### src/rtl/mswb_pkg.sv
package mswb_pkg;
  typedef enum logic {
    OP_CALL = 1'b0,
    OP_RET  = 1'b1
  } mswb_op_e;
endpackage

### src/rtl/mswb_target_gen.sv
module mswb_target_gen #(
  parameter int XLEN   = 32,
  parameter int NARROW = 24
) (
  input  logic [XLEN-1:0] src,
  output logic            new_mode,
  output logic [XLEN-2:0] new_addr
);
  localparam int AW   = XLEN - 1;
  localparam int PADW = AW - NARROW;

  logic [AW-1:0] narrow_addr;

  generate
    if (PADW > 0) begin : g_pad
      assign narrow_addr = {{PADW{1'b0}}, src[NARROW-1:0]};
    end else begin : g_nopad
      assign narrow_addr = src[AW-1:0];
    end
  endgenerate

  // Mode bit of the source selects how the target is formed.
  assign new_mode = src[XLEN-1];
  assign new_addr = new_mode ? src[AW-1:0] : narrow_addr;
endmodule

### src/rtl/mswb_wr_gen.sv
module mswb_wr_gen
  import mswb_pkg::*;
#(
  parameter int XLEN = 32,
  parameter int IDXW = 4
) (
  input  mswb_op_e        op,
  input  logic [IDXW-1:0] fld_a,
  input  logic            cur_mode,
  input  logic [XLEN-2:0] cur_addr,
  output logic            we,
  output logic [IDXW-1:0] idx,
  output logic [XLEN-1:0] data,
  output logic [XLEN-1:0] mask
);
  localparam logic [XLEN-1:0] TOP_ONLY = {1'b1, {(XLEN-1){1'b0}}};

  always_comb begin
    idx = fld_a;
    if (op == OP_CALL) begin
      we   = 1'b1;
      data = {cur_mode, cur_addr};
      mask = '1;
    end else begin
      we   = (fld_a != '0);
      data = {cur_mode, {(XLEN-1){1'b0}}};
      mask = TOP_ONLY;
    end
  end
endmodule

### src/rtl/modesw_branch_unit.sv
module modesw_branch_unit
  import mswb_pkg::*;
#(
  parameter int XLEN   = 32,
  parameter int NREG   = 16,
  parameter int NARROW = 24
) (
  input  logic                    clk,
  input  logic                    rst,
  input  logic                    issue_valid,
  input  logic                    issue_op,
  input  logic [$clog2(NREG)-1:0] fld_a,
  input  logic [$clog2(NREG)-1:0] fld_b,
  output logic [$clog2(NREG)-1:0] rf_raddr,
  input  logic [XLEN-1:0]         rf_rdata,
  input  logic                    psw_mode,
  input  logic [XLEN-2:0]         psw_addr,
  output logic                    out_valid,
  output logic                    npsw_mode,
  output logic [XLEN-2:0]         npsw_addr,
  output logic                    branch_taken,
  output logic                    rf_we,
  output logic [$clog2(NREG)-1:0] rf_widx,
  output logic [XLEN-1:0]         rf_wdata,
  output logic [XLEN-1:0]         rf_wmask,
  output logic                    trace_evt
);
  localparam int IDXW = $clog2(NREG);
  localparam int AW   = XLEN - 1;

  mswb_op_e        op;
  logic            do_branch;
  logic            tgt_mode;
  logic [AW-1:0]   tgt_addr;
  logic            nx_mode;
  logic [AW-1:0]   nx_addr;
  logic            w_en;
  logic [IDXW-1:0] w_idx;
  logic [XLEN-1:0] w_data;
  logic [XLEN-1:0] w_mask;

  assign op        = mswb_op_e'(issue_op);
  assign rf_raddr  = fld_b;
  assign do_branch = (fld_b != '0);

  mswb_target_gen #(.XLEN(XLEN), .NARROW(NARROW)) u_tgt (
    .src      (rf_rdata),
    .new_mode (tgt_mode),
    .new_addr (tgt_addr)
  );

  mswb_wr_gen #(.XLEN(XLEN), .IDXW(IDXW)) u_wr (
    .op       (op),
    .fld_a    (fld_a),
    .cur_mode (psw_mode),
    .cur_addr (psw_addr),
    .we       (w_en),
    .idx      (w_idx),
    .data     (w_data),
    .mask     (w_mask)
  );

  // The next status word uses the value read this cycle, ahead of the link write.
  always_comb begin
    if (do_branch) begin
      nx_mode = tgt_mode;
      nx_addr = tgt_addr;
    end else begin
      nx_mode = psw_mode;
      nx_addr = psw_addr;
    end
  end

  always_ff @(posedge clk) begin
    if (rst) begin
      out_valid    <= 1'b0;
      npsw_mode    <= 1'b0;
      npsw_addr    <= '0;
      branch_taken <= 1'b0;
      rf_we        <= 1'b0;
      rf_widx      <= '0;
      rf_wdata     <= '0;
      rf_wmask     <= '0;
      trace_evt    <= 1'b0;
    end else begin
      out_valid    <= issue_valid;
      npsw_mode    <= nx_mode;
      npsw_addr    <= nx_addr;
      branch_taken <= issue_valid && do_branch;
      rf_we        <= issue_valid && w_en;
      rf_widx      <= w_idx;
      rf_wdata     <= w_data;
      rf_wmask     <= w_mask;
      trace_evt    <= issue_valid && (op == OP_CALL) && do_branch;
    end
  end

  AST_NOBR_KEEPS_PSW: assert property (@(posedge clk) disable iff (rst)
    (issue_valid && fld_b == '0) |=> (!branch_taken && npsw_mode == $past(psw_mode)
                                      && npsw_addr == $past(psw_addr)));
  AST_NARROW_HIGH_ZERO: assert property (@(posedge clk) disable iff (rst)
    (out_valid && branch_taken && !npsw_mode) |-> (npsw_addr >> NARROW) == '0);
  AST_MODE_FROM_SRC: assert property (@(posedge clk) disable iff (rst)
    (issue_valid && fld_b != '0) |=> (npsw_mode == $past(rf_rdata[XLEN-1])));
  AST_RET_NO_TRACE: assert property (@(posedge clk) disable iff (rst)
    (issue_valid && issue_op) |=> !trace_evt);
  AST_TRACE_HAS_BRANCH: assert property (@(posedge clk) disable iff (rst)
    trace_evt |-> (out_valid && branch_taken));
  AST_INSERT_NOT_R0: assert property (@(posedge clk) disable iff (rst)
    (rf_we && $countones(rf_wmask) == 1) |-> (rf_widx != '0 && rf_wmask[XLEN-1]));
  AST_IDLE_QUIET: assert property (@(posedge clk) disable iff (rst)
    !issue_valid |=> (!out_valid && !rf_we && !trace_evt));
endmodule

### config.mk
export PLATFORM = sky130hd
export DESIGN_NAME = modesw_branch_unit
export DESIGN_NICKNAME = d
export VERILOG_FILES = /design/src/rtl/mswb_pkg.sv /design/src/rtl/mswb_target_gen.sv /design/src/rtl/mswb_wr_gen.sv /design/src/rtl/modesw_branch_unit.sv
export SDC_FILE = /design/constraint.sdc
export NUM_CORES = 1
export LEC_CHECK = 0
export BUFFER_PORTS_ARGS = -buffer_cell sky130_fd_sc_hd__buf_2
export CAP_MARGIN = 5
export CELL_PAD_IN_SITES_DETAIL_PLACEMENT = 2
export CELL_PAD_IN_SITES_GLOBAL_PLACEMENT = 2
export CORE_ASPECT_RATIO = 0.8
export CORE_MARGIN = 2
export CORE_UTILIZATION = 23
export CTS_BUF_LIST = sky130_fd_sc_hd__clkbuf_8 sky130_fd_sc_hd__clkbuf_16
export CTS_CLUSTER_SIZE = 10
export DETAILED_ROUTE_END_ITERATION = 10
export PLACE_DENSITY_LB_ADDON = 0.1
export SLEW_MARGIN = 20
export SYNTH_ARGS = -nofsm -noshare
export SYNTH_HDL_FRONTEND = slang
export SYNTH_SLANG_ARGS = --single-unit
### constraint.sdc
create_clock -name clk -period 1.36 [get_ports clk]
set_clock_uncertainty 0.05 [all_clocks]
set_input_delay 0.068 -clock clk [delete_from_list [all_inputs] [get_ports clk]]
set_output_delay 0.068 -clock clk [all_outputs]
set_load 0.005 [all_outputs]
==> impl_metrics.json, run 1 <==
{
  "clk_pin_slew_ns": 0.06,
  "drt_first_pass_iters": 4,
  "synth_area_leaders": "dfxtp_1 (52%), nand2b_1 (12%), mux2i_1 (11%)",
  "netlist_area_mm2": 0.00285,
  "grtUsageTotal_pct": 13.8,
  "synthCells": 263,
  "drv_slew": 0,
  "use_met3_pct": 4.75,
  "yosysWarnings": 0,
  "pwr_density_cell_mw_per_mm2": 1140,
  "core.rowCount": 36,
  "relSlewSlack_pct": 77.9,
  "gp_congestion": 0.698,
  "avgSynthCellArea_um2": 10.8,
  "rsz0062_at_grt": "no",
  "htreeDepth": 3,
  "hold_violations": 0,
  "fmax_mhz": 828,
  "crit_arrival_ns": 1.44,
  "drc": 0,
  "via_per_inst": 3.98,
  "drive_above_1_share_pct": 42.5,
  "cts_buffer_depth": 2,
  "async_flop_share_pct": 0,
  "synth_top_cell_by_area": "dfxtp_1",
  "fin_crit_ns": 1.21,
  "die_y_um": 104,
  "slowest_stage": "dlygate4sd3_1",
  "die_w_um": 129,
  "setup.worst_path.start_class": "input port",
  "worst_pin_slew_ns": 0.330,
  "core_area_mm2": 0.0122,
  "grt_max_degree": 37,
  "critical_path.top_delay_family": "buffers and inverters",
  "worstPathMaxFanout": 9,
  "synth_top_cell_area_share_pct": 51.9,
  "post_cts_resized": 0,
  "cts.sinks": 74,
  "grt_pass1_wl_mm": 14.2,
  "fin_nets": 563,
  "p_leak_nw": 2.28,
  "maxCapViolCount": 0,
  "diodes": 0,
  "cts_tree": "done",
  "final_util_pct": 38.8,
  "grt_overflow": 0,
  "start_util_pct": 23.5,
  "antenna_found_initial": 0,
  "drt_iter0_drc": 43,
  "synth-edff-count": 0,
  "criticalPathCategory": "input port to flip-flop",
  "busiest_layer": "met2",
  "grt.met2_usage_pct": 24.8,
  "final_antenna_net_count": 0,
  "ios": 184,
  "crit_chain": "dlygate4sd3_1 > buf_2 > nor2_2 > buf_4 > and2_1",
  "cp.required_ns": 1.59,
  "io_buffer_count": 183,
  "setup_viol": 0,
  "drt_wl_total_mm": 9.33,
  "vdd_drop_max_uv": 522,
  "synth.most_common_cell": "dfxtp_1",
  "timing.setup.tns_ns": 0,
  "hold_path.class": "input port to flip-flop",
  "vias": 2562,
  "synth_nets": 339,
  "yosysSeqAreaShare_pct": 51.9,
  "ys_types": 18,
  "grt_pass1_vias": 2738,
  "numCtsBuffers": 9,
  "ys_ff_latch": 74,
  "wire_per_inst_um": 14.5,
  "cp_num_buf_inv": 3,
  "clockRootBuffer": "clkbuf_16",
  "synthFlopType": "dfxtp_1",
  "yosys-top-cells-count": "dfxtp_1 (74), nand2b_1 (56), buf_4 (34)",
  "hpwl_mm": 6.35,
  "cpPeakStageDelay_ns": 0.55,
  "die-area_mm2": 0.0133,
  "use_met1_pct": 14.7,
  "syn_to_final_growth_pct": 65.4,
  "status": "complete, no violations",
  "post-cts-setup-buffers": 0,
  "final.period_utilization_pct": 88.8,
  "end_kind": "flip-flop"
}
-- flip-flops by register name, indices dropped and copies added, names as in the netlist --
signal,flops
branch_taken,1
npsw_addr,31
npsw_mode,1
out_valid,1
rf_wdata,32
rf_we,1
rf_widx,4
rf_wmask,2
trace_evt,1
-- what timing repair did --
item,in CTS,in global routing
hold buffers,70,0
hold endpoints to repair,71,0
setup endpoints to repair,0,0
-- layout make-up --
class | instances | area [µm²]
fill | 1315 | 7440
timing repair buffer | 262 | 1750
sequential | 74 | 1480
multi-input combinational | 138 | 1000
clock buffer | 9 | 225
tap | 152 | 190
clock inverter | 7 | 62.6
inverter | 2 | 7.51
-- layer usage --
metal / routed length, µm / share of wire [%] / up-vias
met4: 138 / 1.5 / 0
li1: - / - / 1238
met3: 652 / 7.0 / 11
met5: 0 / 0 / -
met2: 4770 / 51 / 109
met1: 3770 / 40 / 1204
-- layout by cell type (no fill, tap or decap), drive strengths merged, types with 4 or more instances in the layout --
cell type    instances
mux2i               31
inv                  4
buf                192
and2                31
nor2b                6
clkbuf               9
dlygate4sd3         70
nand3b               7
nand2b              56
dfxtp               74
-- final timing paths --
| check | start | to | slack (ns) | depth (start not counted) |
|---|---|---|---|---|
| setup / recovery | rst | rf_wdata[0] | 0.15 | 5 |
| hold / removal | rf_rdata[31] | npsw_addr[30] | 0.05 | 3 |
-- kinds of logic after synthesis --
family	Yosys count	synth area share, %
compound gates	1	0.175
buf+inv	51	13.3
flops	74	51.9
mux	32	11.3
simple gates	105	23.3
-- worst min-delay path: cells and delay by family --
family	cells	cell delay, ns
multiplexers	1	0.05
buffers and inverters	1	0.16
AND/OR/NAND/NOR	1	0.10
-- report_power, final --
part	internal [W]	leakage, nW	total, W	switching, W
clock	0.00140	0.144	0.00232	0.000918
sequential	0.00228	0.612	0.00231	0.0000267
combinational	0.000437	1.53	0.000731	0.000294
-- per-stage QoR --
step	setup WS (ns)	power [W]	std cells	hold slack (ns)	area (µm²)
3_5_place_dp	0.149	0.00294	558	0.241	3730
4_1_cts	0.112	0.00546	644	0.0472	4720
6_report	0.152	0.00535	644	0.0521	4720
5_1_grt	0.0523	0.00563	644	0.0646	4720
2_1_floorplan	0.231	0.00264	263	0.0973	2850
3_3_place_gp	0.169	0.00292	558	0.238	3730
Note: power is estimated with default switching activity, not from simulation.
==> run 2: changes to the inputs <==
Settings changed: REMOVE_ABC_BUFFERS from default to 1.
==> run 2 against run 1 <==
Effect of this change:
- first-iteration DRC count down 35%
- routed wire length down 0.76%
- critical path type unchanged
- sequential share of layout area up 0.11 points
- sequential power about the same
- die area unchanged
==> impl_metrics.json, run 2 (same netlist as run 1, synthesis figures left out) <==
{
  "end_kind": "flip-flop",
  "post-cts-setup-buffers": 0,
  "grtUsageTotal_pct": 14.0,
  "via_per_inst": 4.01,
  "largest_register_ffs": 32,
  "setup.worst_path.start_class": "input port",
  "antenna_found_initial": 0,
  "cts_tree": "done",
  "status": "complete, no violations",
  "diodes": 0,
  "numCtsBuffers": 9,
  "top_register": "rf_wdata",
  "final_cell_mix": "buf_2 (183), dfxtp_1 (74), dlygate4sd3_1 (70), nand2b_1 (56)",
  "die_y_um": 104,
  "drt_wl_total_mm": 9.26,
  "fmax_mhz": 790,
  "start_util_pct": 23.5,
  "rsz0062_at_grt": "no",
  "grt_max_degree": 39,
  "cp.required_ns": 1.53,
  "wire_per_inst_um": 14.4,
  "ios": 184,
  "place_area_mm2": 0.00369,
  "final_antenna_net_count": 0,
  "criticalPathCategory": "input port to flip-flop",
  "fin_cells": 643,
  "worst_pin_slew_ns": 0.246,
  "clk_pin_slew_ns": 0.06,
  "grt_pass1_vias": 2741,
  "maxCapViolCount": 0,
  "pwr_density_cell_mw_per_mm2": 1160,
  "cts_buffer_depth": 2,
  "p_leak_nw": 2.28,
  "seq_area_mm2": 0.00148,
  "design_area_mm2": 0.00470,
  "vias": 2577,
  "drv_slew": 0,
  "worst_hold_slack_ns": 0.0468,
  "startpoint": "rst",
  "die_w_um": 129,
  "drc": 0,
  "htreeDepth": 3,
  "final_common_cell": "buf_2",
  "cts.sinks": 74,
  "grt_overflow": 0,
  "placed_cells": 558,
  "gp_congestion": 0.680,
  "relSlewSlack_pct": 83.4,
  "cp-endpoint": "npsw_mode",
  "hold_path.class": "input port to flip-flop",
  "die-area_mm2": 0.0133,
  "drt_iter0_drc": 28,
  "syn_to_final_growth_pct": 64.8,
  "drive_above_1_share_pct": 42.6,
  "fin_crit_ns": 1.27,
  "final.period_utilization_pct": 93.1,
  "multi_input_area_mm2": 0.00100,
  "timing.setup.tns_ns": 0,
  "io_buffer_count": 183,
  "worstPathMaxFanout": 22,
  "top_regs": "rf_wdata: 32 flops, npsw_addr: 31 flops, rf_widx: 4 flops",
  "core_area_mm2": 0.0122,
  "clockRootBuffer": "clkbuf_16",
  "drt_first_pass_iters": 3,
  "vdd_drop_max_uv": 499,
  "hpwl_mm": 6.44,
  "nFillCells": 1382,
  "setup_viol": 0,
  "crit_arrival_ns": 1.44,
  "grt_pass1_wl_mm": 14.3,
  "hold_violations": 0,
  "fin_nets": 563,
  "core.rowCount": 36
}
-- run 2: per-layer routing --
| metal | share of wire (%) | track usage (%) |
|---|---|---|
| met1 | 40 | 14.9 |
| met2 | 49 | 24.7 |
| met3 | 9.2 | 6.04 |
| met4 | 1.3 | 4.66 |
| met5 | 0 | 0 |
-- run 2: timing repair --
item / 4_1_cts / 5_1_grt
endpoints found under the setup margin: 0 / 1
resized for setup: 0 / 1
hold endpoints to repair: 72 / 0
hold buffers: 70 / 0
-- run 2: where the power goes --
part	internal (W)	total (W)	leakage (nW)	switching, W
registers	0.00228	0.00231	0.612	0.0000264
clock network	0.00155	0.00244	0.156	0.000885
logic	0.000429	0.000719	1.52	0.000291
-- run 2: cell type report --
type | instances | area share [%]
sequential | 74 | 31.5
clock buffer | 12 | 5.67
timing repair buffer | 262 | 36.4
multi-input combinational | 138 | 21.3
clock inverter | 3 | 0.825
tap | 152 | 4.05
inverter | 2 | 0.160
-- run 2: critical path: stages --
cell and delay, ns:
dlygate4sd3_1 0.52, buf_2 0.24, buf_4 0.26, nor2b_1 0.08, mux2_2 0.26
-- run 2: how the worst min path moves through the flow --
stage            startpoint       endpoint  slack [ns]  cells past startpoint
3_5_place_dp    psw_addr[7]    rf_wdata[7]        0.24                      2
6_report       rf_rdata[31]  npsw_addr[24]        0.05                      3
4_1_cts        rf_rdata[31]  npsw_addr[26]        0.04                      3
3_3_place_gp    psw_addr[7]    rf_wdata[7]        0.24                      2
5_1_grt        rf_rdata[31]  npsw_addr[30]        0.05                      3
2_1_floorplan           rst   rf_wmask[31]        0.07                      1
-- run 2: stage by stage --
step | total power, W | setup WS, ns | util (%)
final | 0.00546 | 0.0935 | 38.7
after detailed placement | 0.00292 | 0.123 | 30.3
after CTS | 0.00557 | 0.0904 | 38.6
after global routing | 0.00573 | 0.0130 | 38.7
after floorplan | 0.00254 | -2.03 | -
after global placement | 0.00291 | 0.177 | 30.3
